--- config.mk ---
export PLATFORM = sky130hd
export DESIGN_NAME = srb_barrier
export DESIGN_NICKNAME = d
export VERILOG_FILES = /design/src/rtl/srb_pkg.sv /design/src/rtl/srb_slot.sv /design/src/rtl/srb_tally.sv /design/src/rtl/srb_sense.sv /design/src/rtl/srb_barrier.sv
export SDC_FILE = /design/constraint.sdc
export NUM_CORES = 1
export LEC_CHECK = 0
export ABC_AREA = 1
export BUFFER_PORTS_ARGS = -buffer_cell sky130_fd_sc_hd__buf_2
export CAP_MARGIN = 20
export CORE_ASPECT_RATIO = 1.4
export CORE_UTILIZATION = 40
export CTS_BUF_LIST = sky130_fd_sc_hd__clkbuf_4 sky130_fd_sc_hd__clkbuf_8
export DETAILED_ROUTE_END_ITERATION = 8
export GPL_TIMING_DRIVEN = 0
export HOLD_SLACK_MARGIN = 0.15
export PLACE_DENSITY = 0.72
export SLEW_MARGIN = 20
export SYNTH_ARGS = -nofsm -noshare
export SYNTH_HDL_FRONTEND = slang
export SYNTH_HIERARCHICAL = 1
export SYNTH_SLANG_ARGS = --single-unit
export TNS_END_PERCENT = 10
--- constraint.sdc ---
create_clock -name clk -period 6.48 [get_ports clk]
set_input_delay 1.296 -clock clk [delete_from_list [all_inputs] [get_ports clk]]
set_output_delay 1.296 -clock clk [all_outputs]
set_load 0.01 [all_outputs]
--- src/rtl/srb_pkg.sv ---
package srb_pkg;
  // Bits needed to hold a count from 0 to n inclusive.
  function automatic int unsigned cnt_bits(input int unsigned n);
    return (n < 2) ? 1 : $clog2(n + 1);
  endfunction
endpackage

--- src/rtl/srb_slot.sv ---
// Per-requester state: private phase bit and release flag.
module srb_slot (
  input  logic clk,
  input  logic rst_n,
  input  logic arrive,
  input  logic gsense,
  input  logic release_pulse,
  output logic accept,
  output logic waiting,
  output logic released,
  output logic lsense_next
);
  logic lsense_q;
  logic rel_q;

  assign waiting     = lsense_q ^ gsense;
  assign accept      = arrive & ~waiting;
  assign lsense_next = lsense_q ^ accept;
  assign released    = rel_q;

  always_ff @(posedge clk) begin
    if (!rst_n) begin
      lsense_q <= 1'b1;
      rel_q    <= 1'b0;
    end else begin
      lsense_q <= lsense_next;
      if (release_pulse)
        rel_q <= 1'b1;
      else if (accept)
        rel_q <= 1'b0;
    end
  end
endmodule

--- src/rtl/srb_tally.sv ---
// Shared count of missing arrivals; combined decrement per cycle.
module srb_tally #(
  parameter int unsigned P = 4
) (
  input  logic         clk,
  input  logic         rst_n,
  input  logic [P-1:0] acc_vec,
  output logic         last
);
  import srb_pkg::*;
  localparam int unsigned CW = cnt_bits(P);
  localparam logic [CW-1:0] FULL = CW'(P);

  logic [CW-1:0] cnt_q;
  logic [CW-1:0] n_acc;

  always_comb begin
    n_acc = '0;
    for (int i = 0; i < int'(P); i++)
      n_acc = n_acc + CW'(acc_vec[i]);
  end

  assign last = (n_acc != '0) && (n_acc == cnt_q);

  always_ff @(posedge clk) begin
    if (!rst_n)
      cnt_q <= FULL;
    else if (last)
      cnt_q <= FULL;
    else
      cnt_q <= cnt_q - n_acc;
  end
endmodule

--- src/rtl/srb_sense.sv ---
// Global phase bit; takes the completing requester's new private phase.
module srb_sense #(
  parameter int unsigned P = 4
) (
  input  logic         clk,
  input  logic         rst_n,
  input  logic         last,
  input  logic [P-1:0] acc_vec,
  input  logic [P-1:0] next_vec,
  output logic         gsense
);
  logic gsense_q;
  logic lead;

  always_comb begin
    lead = gsense_q;
    for (int i = int'(P) - 1; i >= 0; i--)
      if (acc_vec[i]) lead = next_vec[i];
  end

  always_ff @(posedge clk) begin
    if (!rst_n)
      gsense_q <= 1'b1;
    else if (last)
      gsense_q <= lead;
  end

  assign gsense = gsense_q;
endmodule

--- src/rtl/srb_barrier.sv ---
module srb_barrier #(
  parameter int unsigned P = 4
) (
  input  logic         clk,
  input  logic         rst_n,
  input  logic [P-1:0] arrive_i,
  output logic [P-1:0] waiting_o,
  output logic [P-1:0] released_o
);
  logic [P-1:0] acc_vec;
  logic [P-1:0] next_vec;
  logic         last;
  logic         gsense;

  for (genvar g = 0; g < int'(P); g++) begin : g_slot
    srb_slot u_slot (
      .clk          (clk),
      .rst_n        (rst_n),
      .arrive       (arrive_i[g]),
      .gsense       (gsense),
      .release_pulse(last),
      .accept       (acc_vec[g]),
      .waiting      (waiting_o[g]),
      .released     (released_o[g]),
      .lsense_next  (next_vec[g])
    );
  end

  srb_tally #(.P(P)) u_tally (
    .clk    (clk),
    .rst_n  (rst_n),
    .acc_vec(acc_vec),
    .last   (last)
  );

  srb_sense #(.P(P)) u_sense (
    .clk     (clk),
    .rst_n   (rst_n),
    .last    (last),
    .acc_vec (acc_vec),
    .next_vec(next_vec),
    .gsense  (gsense)
  );
endmodule

# After elaboration in Yosys (flattened, before gate mapping)
# Index checks and enable logic that the tools add are counted.
dict set report word_totals {
  register_bits 12
  latch_bits 0
  ramBits 0
  mem_bits_ro 0
  elab_cells 53
  memories 0
}
dict set report op_classes {
  addsub 4
  n_mul 0
  div 0
  n_lt_le_gt_ge 0
  n_eq_ne 1
  shift 0
  n_mux 12
  bitwise 17
  reduce_logical 9
}
# cell n
set ops {}
lappend ops {{$mux 1} 12}
lappend ops {{$reduce_bool 2->1} 4}
lappend ops {{$xor 1x1->1} 8}
lappend ops {{$add 3x1->3} 2}
lappend ops {{$not 1->1} 5}
lappend ops {{$and 1x1->1} 4}
lappend ops {{$reduce_bool 4->1} 1}
lappend ops {{$eq 3x3->1} 1}
lappend ops {{$reduce_bool 3->1} 1}
lappend ops {{$sub 3x3->3} 1}
lappend ops {{$add 1x1->2} 1}
lappend ops {{$reduce_and 2->1} 1}
lappend ops {{$reduce_or 2->1} 1}
lappend ops {{$logic_and 1x1->1} 1}

# Longest topological paths before layout
# Gate-level depths: netlist of the first run.
dict set report depth {
  depth_word 9
  depth_mapped 17
  ltp_nobuf 17
}

# By module
# Netlist of the first run, hierarchy kept.
# module instances cells_per_inst area_each_um2 seq_area_each_um2
set modules_own_cells {}
lappend modules_own_cells {srb_slot 4 17 111.4 40.0}
lappend modules_own_cells {srb_tally 1 31 251.5 60.1}
lappend modules_own_cells {srb_sense 1 22 110.1 20.0}

# Worst setup path after synthesis of the first run
# No wires, ideal clock.
dict set report synth_timing {
  path_type {input to register}
  from {input port arrive_i[0]}
  to {register u_sense.gsense_q (netlist: u_sense/gsense)}
  arrival_time_ns 3.217
  t_required_ns 6.363
  path_slack_ns 3.146
  stages 14
  cell_sequence {nand3_2 > inv_1 > fa_1 > ha_1 > ha_1 > inv_1 > ha_1 > nand2_1 > inv_1 > nand3_2 > inv_1 > nand2_1 > a21oi_1 > nand2_1}
}
dict set report synth_between {
  elab_chain_len 7
}
# element line
set synth_rtl {}
lappend synth_rtl {{start, declared} srb_barrier.sv:6} ;# input logic [P-1:0] arrive_i,
lappend synth_rtl {{$and 1x1->1 *} srb_slot.sv:17} ;# assign accept = arrive & ~waiting;
lappend synth_rtl {{net acc_vec[0]} srb_barrier.sv:10} ;# logic [P-1:0] acc_vec;
lappend synth_rtl {{$add 1x1->2 *} srb_tally.sv:20} ;# n_acc = n_acc + CW'(acc_vec[i]);
lappend synth_rtl {{$add 3x1->3 * (2 in series)} srb_tally.sv:20}
lappend synth_rtl {{$eq 3x3->1 or $reduce_bool 3->1 (tied branches)} srb_tally.sv:23} ;# assign last = (n_acc != '0) && (n_acc == cnt_q);
lappend synth_rtl {{$logic_and 1x1->1 *} srb_tally.sv:23}
lappend synth_rtl {{net last} srb_barrier.sv:12} ;# logic last;
lappend synth_rtl {{$reduce_and 2->1 (no source line) *} --}
lappend synth_rtl {{end signal, assigned} srb_sense.sv:25} ;# gsense_q <= lead;
lappend synth_rtl {{end, declared} srb_sense.sv:12} ;# logic gsense_q;
# The timed path passes the listed nets; every way through them passes the cells marked *.
# A chain may end at the register's enable or synchronous reset.

# Worst setup path in the final report of the first run
# Same ends and word-level chain as after synthesis.

==> impl_results.md, run 1 <==
* Cts repair resizes at 0
* Root buf cell: clkbuf_4
* Yosys reg bits at 12
* Sw Share at 0.429
* Avg Inst Size Synth at 6.67 sq um
* Hold Vio Cnt, Final at 0
* Max-slew violations at 0
* F_max at 298 MHz
* Netlist Area Pre-Place at 807 sq um
* Crit end category: flop
* Drt first-iter violations at 4
* Row Count at 18
* Busiest metal layer after global routing: met2
* Via count at 709
* Core ar. at 1820 sq um
* Power share of the combinational group at 0.523
* Arr. time, crit path at 3.53 ns
* Worst rel slew slack at 0.734
* Critical path class: input port to flop
* Final setup TNS at 0 ns
* DIE AREA at 2200 sq um
* Met2 Track Usage GR at 0.298
* Bufs on Longest Clock Path at 2
* Seq pwr share at 0.306
* Clk_skew at 0.00282 ns
* Psw at 0.153 mW
* P&R area growth vs syn at 15.7%
* Crit path launch type: input port
* RSZ-0062 raised after global routing: no
* Initial Util at 0.442
* Initial antenna violation count at 0
* I/O pin count at 14
* Inserted Clock Buffers at 3
* Worst path required time at 6.65 ns
* Distinct cell type count after synthesis at 14
* DR vias/cell at 4.49
* Grt total ovfl at 0
* Tmin final at 3.36 ns
* Clock sinks at 12
* Clock power frac at 0.171
* Met1 usage at 0.163
* Post-Syn Instances at 121
* Chip height at 55.1 um
* Share of layout cells above drive strength 1 at 0.254
* Clock slew at reported path FFs at 0.08 ns
* # fillers at 178
* Net count after synthesis at 133
* Pwr Density at 382 nW/um^2
* Die span in x at 40.0 um
* Post-route ant nets at 0
* Sum of net half-perimeters after detailed placement at 1140 um
* Final Cell Area at 933 sq um
* Pint at 0.204 mW
* CP Max Fanout at 5
* Register area at 240 sq um
* Multi-input gate area at 420 sq um
* # Post-CTS Setup Buffers at 0
* Max VDD drop at 0.000163 V
* Largest net degree at the start of global routing at 14
* IO buf count at 13
* Drt drc at 0
* Ant diodes at 0
* Status: completed
* Placed cell area at 897 sq um
* TritonCTS clock tree: yes
* Slew @ Worst Pin at 0.399 ns
* Yosys Warn Count at 6
* Leakage Power at 0.609 nW
* Vias in the first global route at 625
* First-pass GRT wire length at 2400 um
* Met3 Use GR at 0.0240
* Drt first pass iters at 3
* Nets@finish at 151
* Post-CTS Hold Buffers at 0
* Global placer's final weighted congestion at 0.686
* Final setup viols at 0
* Min-delay worst type: flop to flop
* # H-tree levels at 1
* Drt wl/cell at 8.70 um
* Fin crit share at 0.518
* Routed wire length at 1380 um
* Sequential fraction of the synthesis area at 0.298
* Max_cap viols at 0
* Clk Latency, worst-skew pair at 0.28 ns
* Tot GR Track Use at 0.165
-- layer usage --
layer,share of wire,up-vias
met4,0.021,0
met3,0.023,4
met5,0,-
li1,-,385
met2,0.54,9
met1,0.42,311
-- critical path, cell delays in order --
cell and delay, ns:
buf_2 0.12, nand3_2 0.08, inv_1 0.09, fa_1 0.49
ha_1 0.20, ha_1 0.27, inv_1 0.07, ha_1 0.28
nand2_1 0.04, inv_1 0.06, nand3_2 0.10, inv_1 0.17
nand2_1 0.09, a21oi_1 0.12, nand2_1 0.06
-- synth_stat cells (all sizes together) --
library cell | instances | share of area
nand3 | 8 | 0.087
nand2 | 41 | 0.21
o21ai | 4 | 0.025
fa | 2 | 0.050
a21oi | 5 | 0.050
nor2 | 5 | 0.026
dfxtp | 12 | 0.30
ha | 4 | 0.062
nand3b | 1 | 0.0093
inv | 39 | 0.18
-- power groups by stage --
stage	clock network [mW]	logic, mW	registers, mW
2_1_floorplan	0	0.141	0.111
3_3_place_gp	0	0.179	0.110
3_5_place_dp	0	0.188	0.111
4_1_cts	0.0645	0.190	0.109
5_1_grt	0.0682	0.219	0.112
6_report	0.0609	0.186	0.109
-- placed cells by master, fill, tap and decap left out --
cell type and n:
nand2_1 34, clkbuf_8 1, fa_1 2, a21oi_1 1, nand3b_1 1, nand2_2 7, dfxtp_1 12, o21ai_0 4
clkbuf_4 3, a21oi_2 4, ha_1 4, nand3_2 6, inv_1 39, buf_2 13, nand3_1 2, nor2_2 1
nor2_1 4
-- logic make-up after synthesis --
| family | share of synthesized area |
|---|---|
| and+or+nand+nor | 0.335 |
| DFF | 0.298 |
| adders and majority gates | 0.112 |
| AOI/OAI and AO/OA | 0.0744 |
| buffers and inverters | 0.181 |
-- stage by stage --
stage | hold slack [ns] | setup WS, ns | util | cells | total power, mW
finish | 0.468 | 3.12 | 0.512 | 158 | 0.356
global route | 0.493 | 2.98 | 0.512 | 158 | 0.399
CTS | 0.474 | 3.12 | 0.512 | 158 | 0.363
detailed placement | 0.460 | 2.83 | 0.492 | 154 | 0.299
global placement | 0.449 | 2.87 | 0.492 | 154 | 0.288
floorplan | 0.485 | 3.15 | - | 121 | 0.252
-- state kept, by name, summed over array words and instances, names as in the netlist --
register,cells
g_slot.u_slot/lsense_q,4
u_tally/cnt_q,3
u_sense/gsense,1
g_slot.u_slot/released,4
-- area by class of cell --
class	instances	area share
inverters	39	0.157
flip-flops and latches	12	0.257
repair buffers	13	0.0697
well taps	20	0.0268
clock buffers	4	0.0389
multi-input cells	70	0.450
-- worst paths after layout --
| kind | from | end | slack [ns] | cells past startpoint |
|---|---|---|---|---|
| min | g_slot[2].u_slot/released | g_slot[2].u_slot/released | 0.47 | 2 |
| max reg2reg | u_sense/gsense | u_sense/gsense | 3.52 | 15 |
| max | arrive_i[0] | u_sense/gsense | 3.12 | 15 |
| min reg2reg | g_slot[2].u_slot/released | g_slot[2].u_slot/released | 0.47 | 2 |
(Power assumes the default switching activity.)
==> run 2, diff against run 1 <==
Settings changed: PLACE_DENSITY 0.72 to 0.75.
Clock period 6.48 ns to 3 ns, I/O delays scaled along.
==> impl_results.md, run 2 (same netlist as run 1, synthesis figures left out) <==
* Global placer's final weighted congestion at 0.663
* Most common cell after layout, fill and taps aside: inv_1
* Vias in the first global route at 642
* Largest net degree at the start of global routing at 14
* Power share of the combinational group at 0.546
* Crit end category: flop
* Critical path class: flop to flop
* Routed wire length at 1390 um
* Via count at 731
* Chip height at 55.1 um
* Root buf cell: clkbuf_4
* Seq pwr share at 0.320
* DR vias/cell at 4.66
* Bufs on Longest Clock Path at 2
* # H-tree levels at 1
* Arr. time, crit path at 2.89 ns
* IO buf count at 13
* Nets@finish at 151
* Row Count at 18
* # fillers at 202
* Initial Util at 0.442
* Drt wl/cell at 8.87 um
* Inserted Clock Buffers at 3
* Max VDD drop at 0.000366 V
* Drt first pass iters at 4
* Leakage Power at 0.599 nW
* Placed cells at 154
* Worst path required time at 3.17 ns
* Clk_skew at 0.00265 ns
* First-pass GRT wire length at 2230 um
* Initial antenna violation count at 0
* Sw Share at 0.442
* Crit path launch type: flop
* Sum of net half-perimeters after detailed placement at 1200 um
* Final setup viols at 0
* Post-route ant nets at 0
* Status: completed
* Tmin final at 2.72 ns
* Die span in x at 40.0 um
* P&R area growth vs syn at 14.4%
* Hold Vio Cnt, Final at 0
* Drt first-iter violations at 10
* I/O pin count at 14
* Fin crit share at 0.906
* CP Max Fanout at 13
* Slew @ Worst Pin at 0.242 ns
* Share of layout cells above drive strength 1 at 0.263
* Final setup TNS at 0 ns
* Commonest cells after routing, fill and taps aside: inv_1 (38), nand2_1 (34), buf_2 (13), dfxtp_1 (11), nand2_2 (7)
* Min-delay worst type: flop to flop
* F_max at 368 MHz
* Clk Latency, worst-skew pair at 0.27 ns
* Grt total ovfl at 0
* Clock slew at reported path FFs at 0.07 ns
* Tot GR Track Use at 0.150
* DIE AREA at 2200 sq um
* # Post-CTS Setup Buffers at 0
* Total power at 0.744 mW
* Ant diodes at 0
* Pwr Density at 806 nW/um^2
* Core ar. at 1820 sq um
* Final non-filler cell total at 157
* Drt drc at 0
* Psw at 0.329 mW
* Max-slew violations at 0
* RSZ-0062 raised after global routing: no
* Pint at 0.415 mW
* Worst rel slew slack at 0.837
* TritonCTS clock tree: yes
* Clock power frac at 0.134
* Max_cap viols at 0
* Clock sinks at 12
-- run 2: cell types whose count changed in the layout (fill, tap and decap cells not counted) --
cell / change
clkbuf_8: -1
inv_2: +1
dfxtp_1: -1
inv_1: -1
dfxtp_4: +1
-- run 2: per-layer routing --
layer  vias up  share of wire  global-route usage
li1        378              -                   -
met1       333           0.38               0.131
met2        16           0.58               0.288
met3         4          0.029              0.0240
met4         0          0.018               0.109
met5         -              0                   0
-- run 2: timing repair --
action / CTS / global route
hold buffers: 0 / 0
pin swaps: 0 / 0
setup endpoints to repair: 1 / 1
gates cloned: 0 / 0
gates resized for setup: 1 / 2
-- run 2: path summary, 6_finish.rpt --
path	startpoint	end	slack [ns]	cells past startpoint
min	g_slot[2].u_slot/released	g_slot[2].u_slot/released	0.46	2
min reg2reg	g_slot[2].u_slot/released	g_slot[2].u_slot/released	0.46	2
max	u_sense/gsense	u_sense/gsense	0.28	16
max reg2reg	u_sense/gsense	u_sense/gsense	0.28	16
-- run 2: cell type report --
cell class | instances | area, sq um | share of cell area
inverter | 39 | 146 | 0.159
tap | 20 | 25.0 | 0.0271
sequential | 12 | 244 | 0.264
timing repair buffer | 13 | 65.1 | 0.0705
clock buffer | 3 | 22.5 | 0.0244
multi-input combinational | 70 | 420 | 0.455
-- run 2: power groups by stage --
stage	sequential [mW]	combinational [mW]	clock [mW]
2_1_floorplan	0.240	0.305	0
3_5_place_dp	0.241	0.414	0
4_1_cts	0.239	0.414	0.102
6_report	0.238	0.406	0.0995
3_3_place_gp	0.237	0.385	0
5_1_grt	0.245	0.469	0.115
-- run 2: worst max-delay path, stage by stage, from the launching register on --
cell,delay [ns]
dfxtp_4,0.42
inv_1,0.05
nand2_1,0.08
nand3_2,0.08
inv_1,0.15
fa_1,0.42
ha_1,0.20
ha_1,0.27
inv_1,0.07
ha_1,0.27
nand2_1,0.04
inv_1,0.06
nand3_2,0.11
inv_2,0.12
nand2_1,0.08
a21oi_1,0.13
nand2_1,0.06
-- run 2: per-stage QoR --
step / utilization / instance area, sq um / hold slack, ns / setup WS, ns
floorplan: - / 807 / 0.485 / 0.334
global placement: 0.492 / 897 / 0.450 / 0.0820
detailed placement: 0.492 / 897 / 0.452 / -0.00802
CTS: 0.505 / 921 / 0.464 / 0.142
global route: 0.506 / 923 / 0.482 / 0.0501
finish: 0.506 / 923 / 0.458 / 0.282
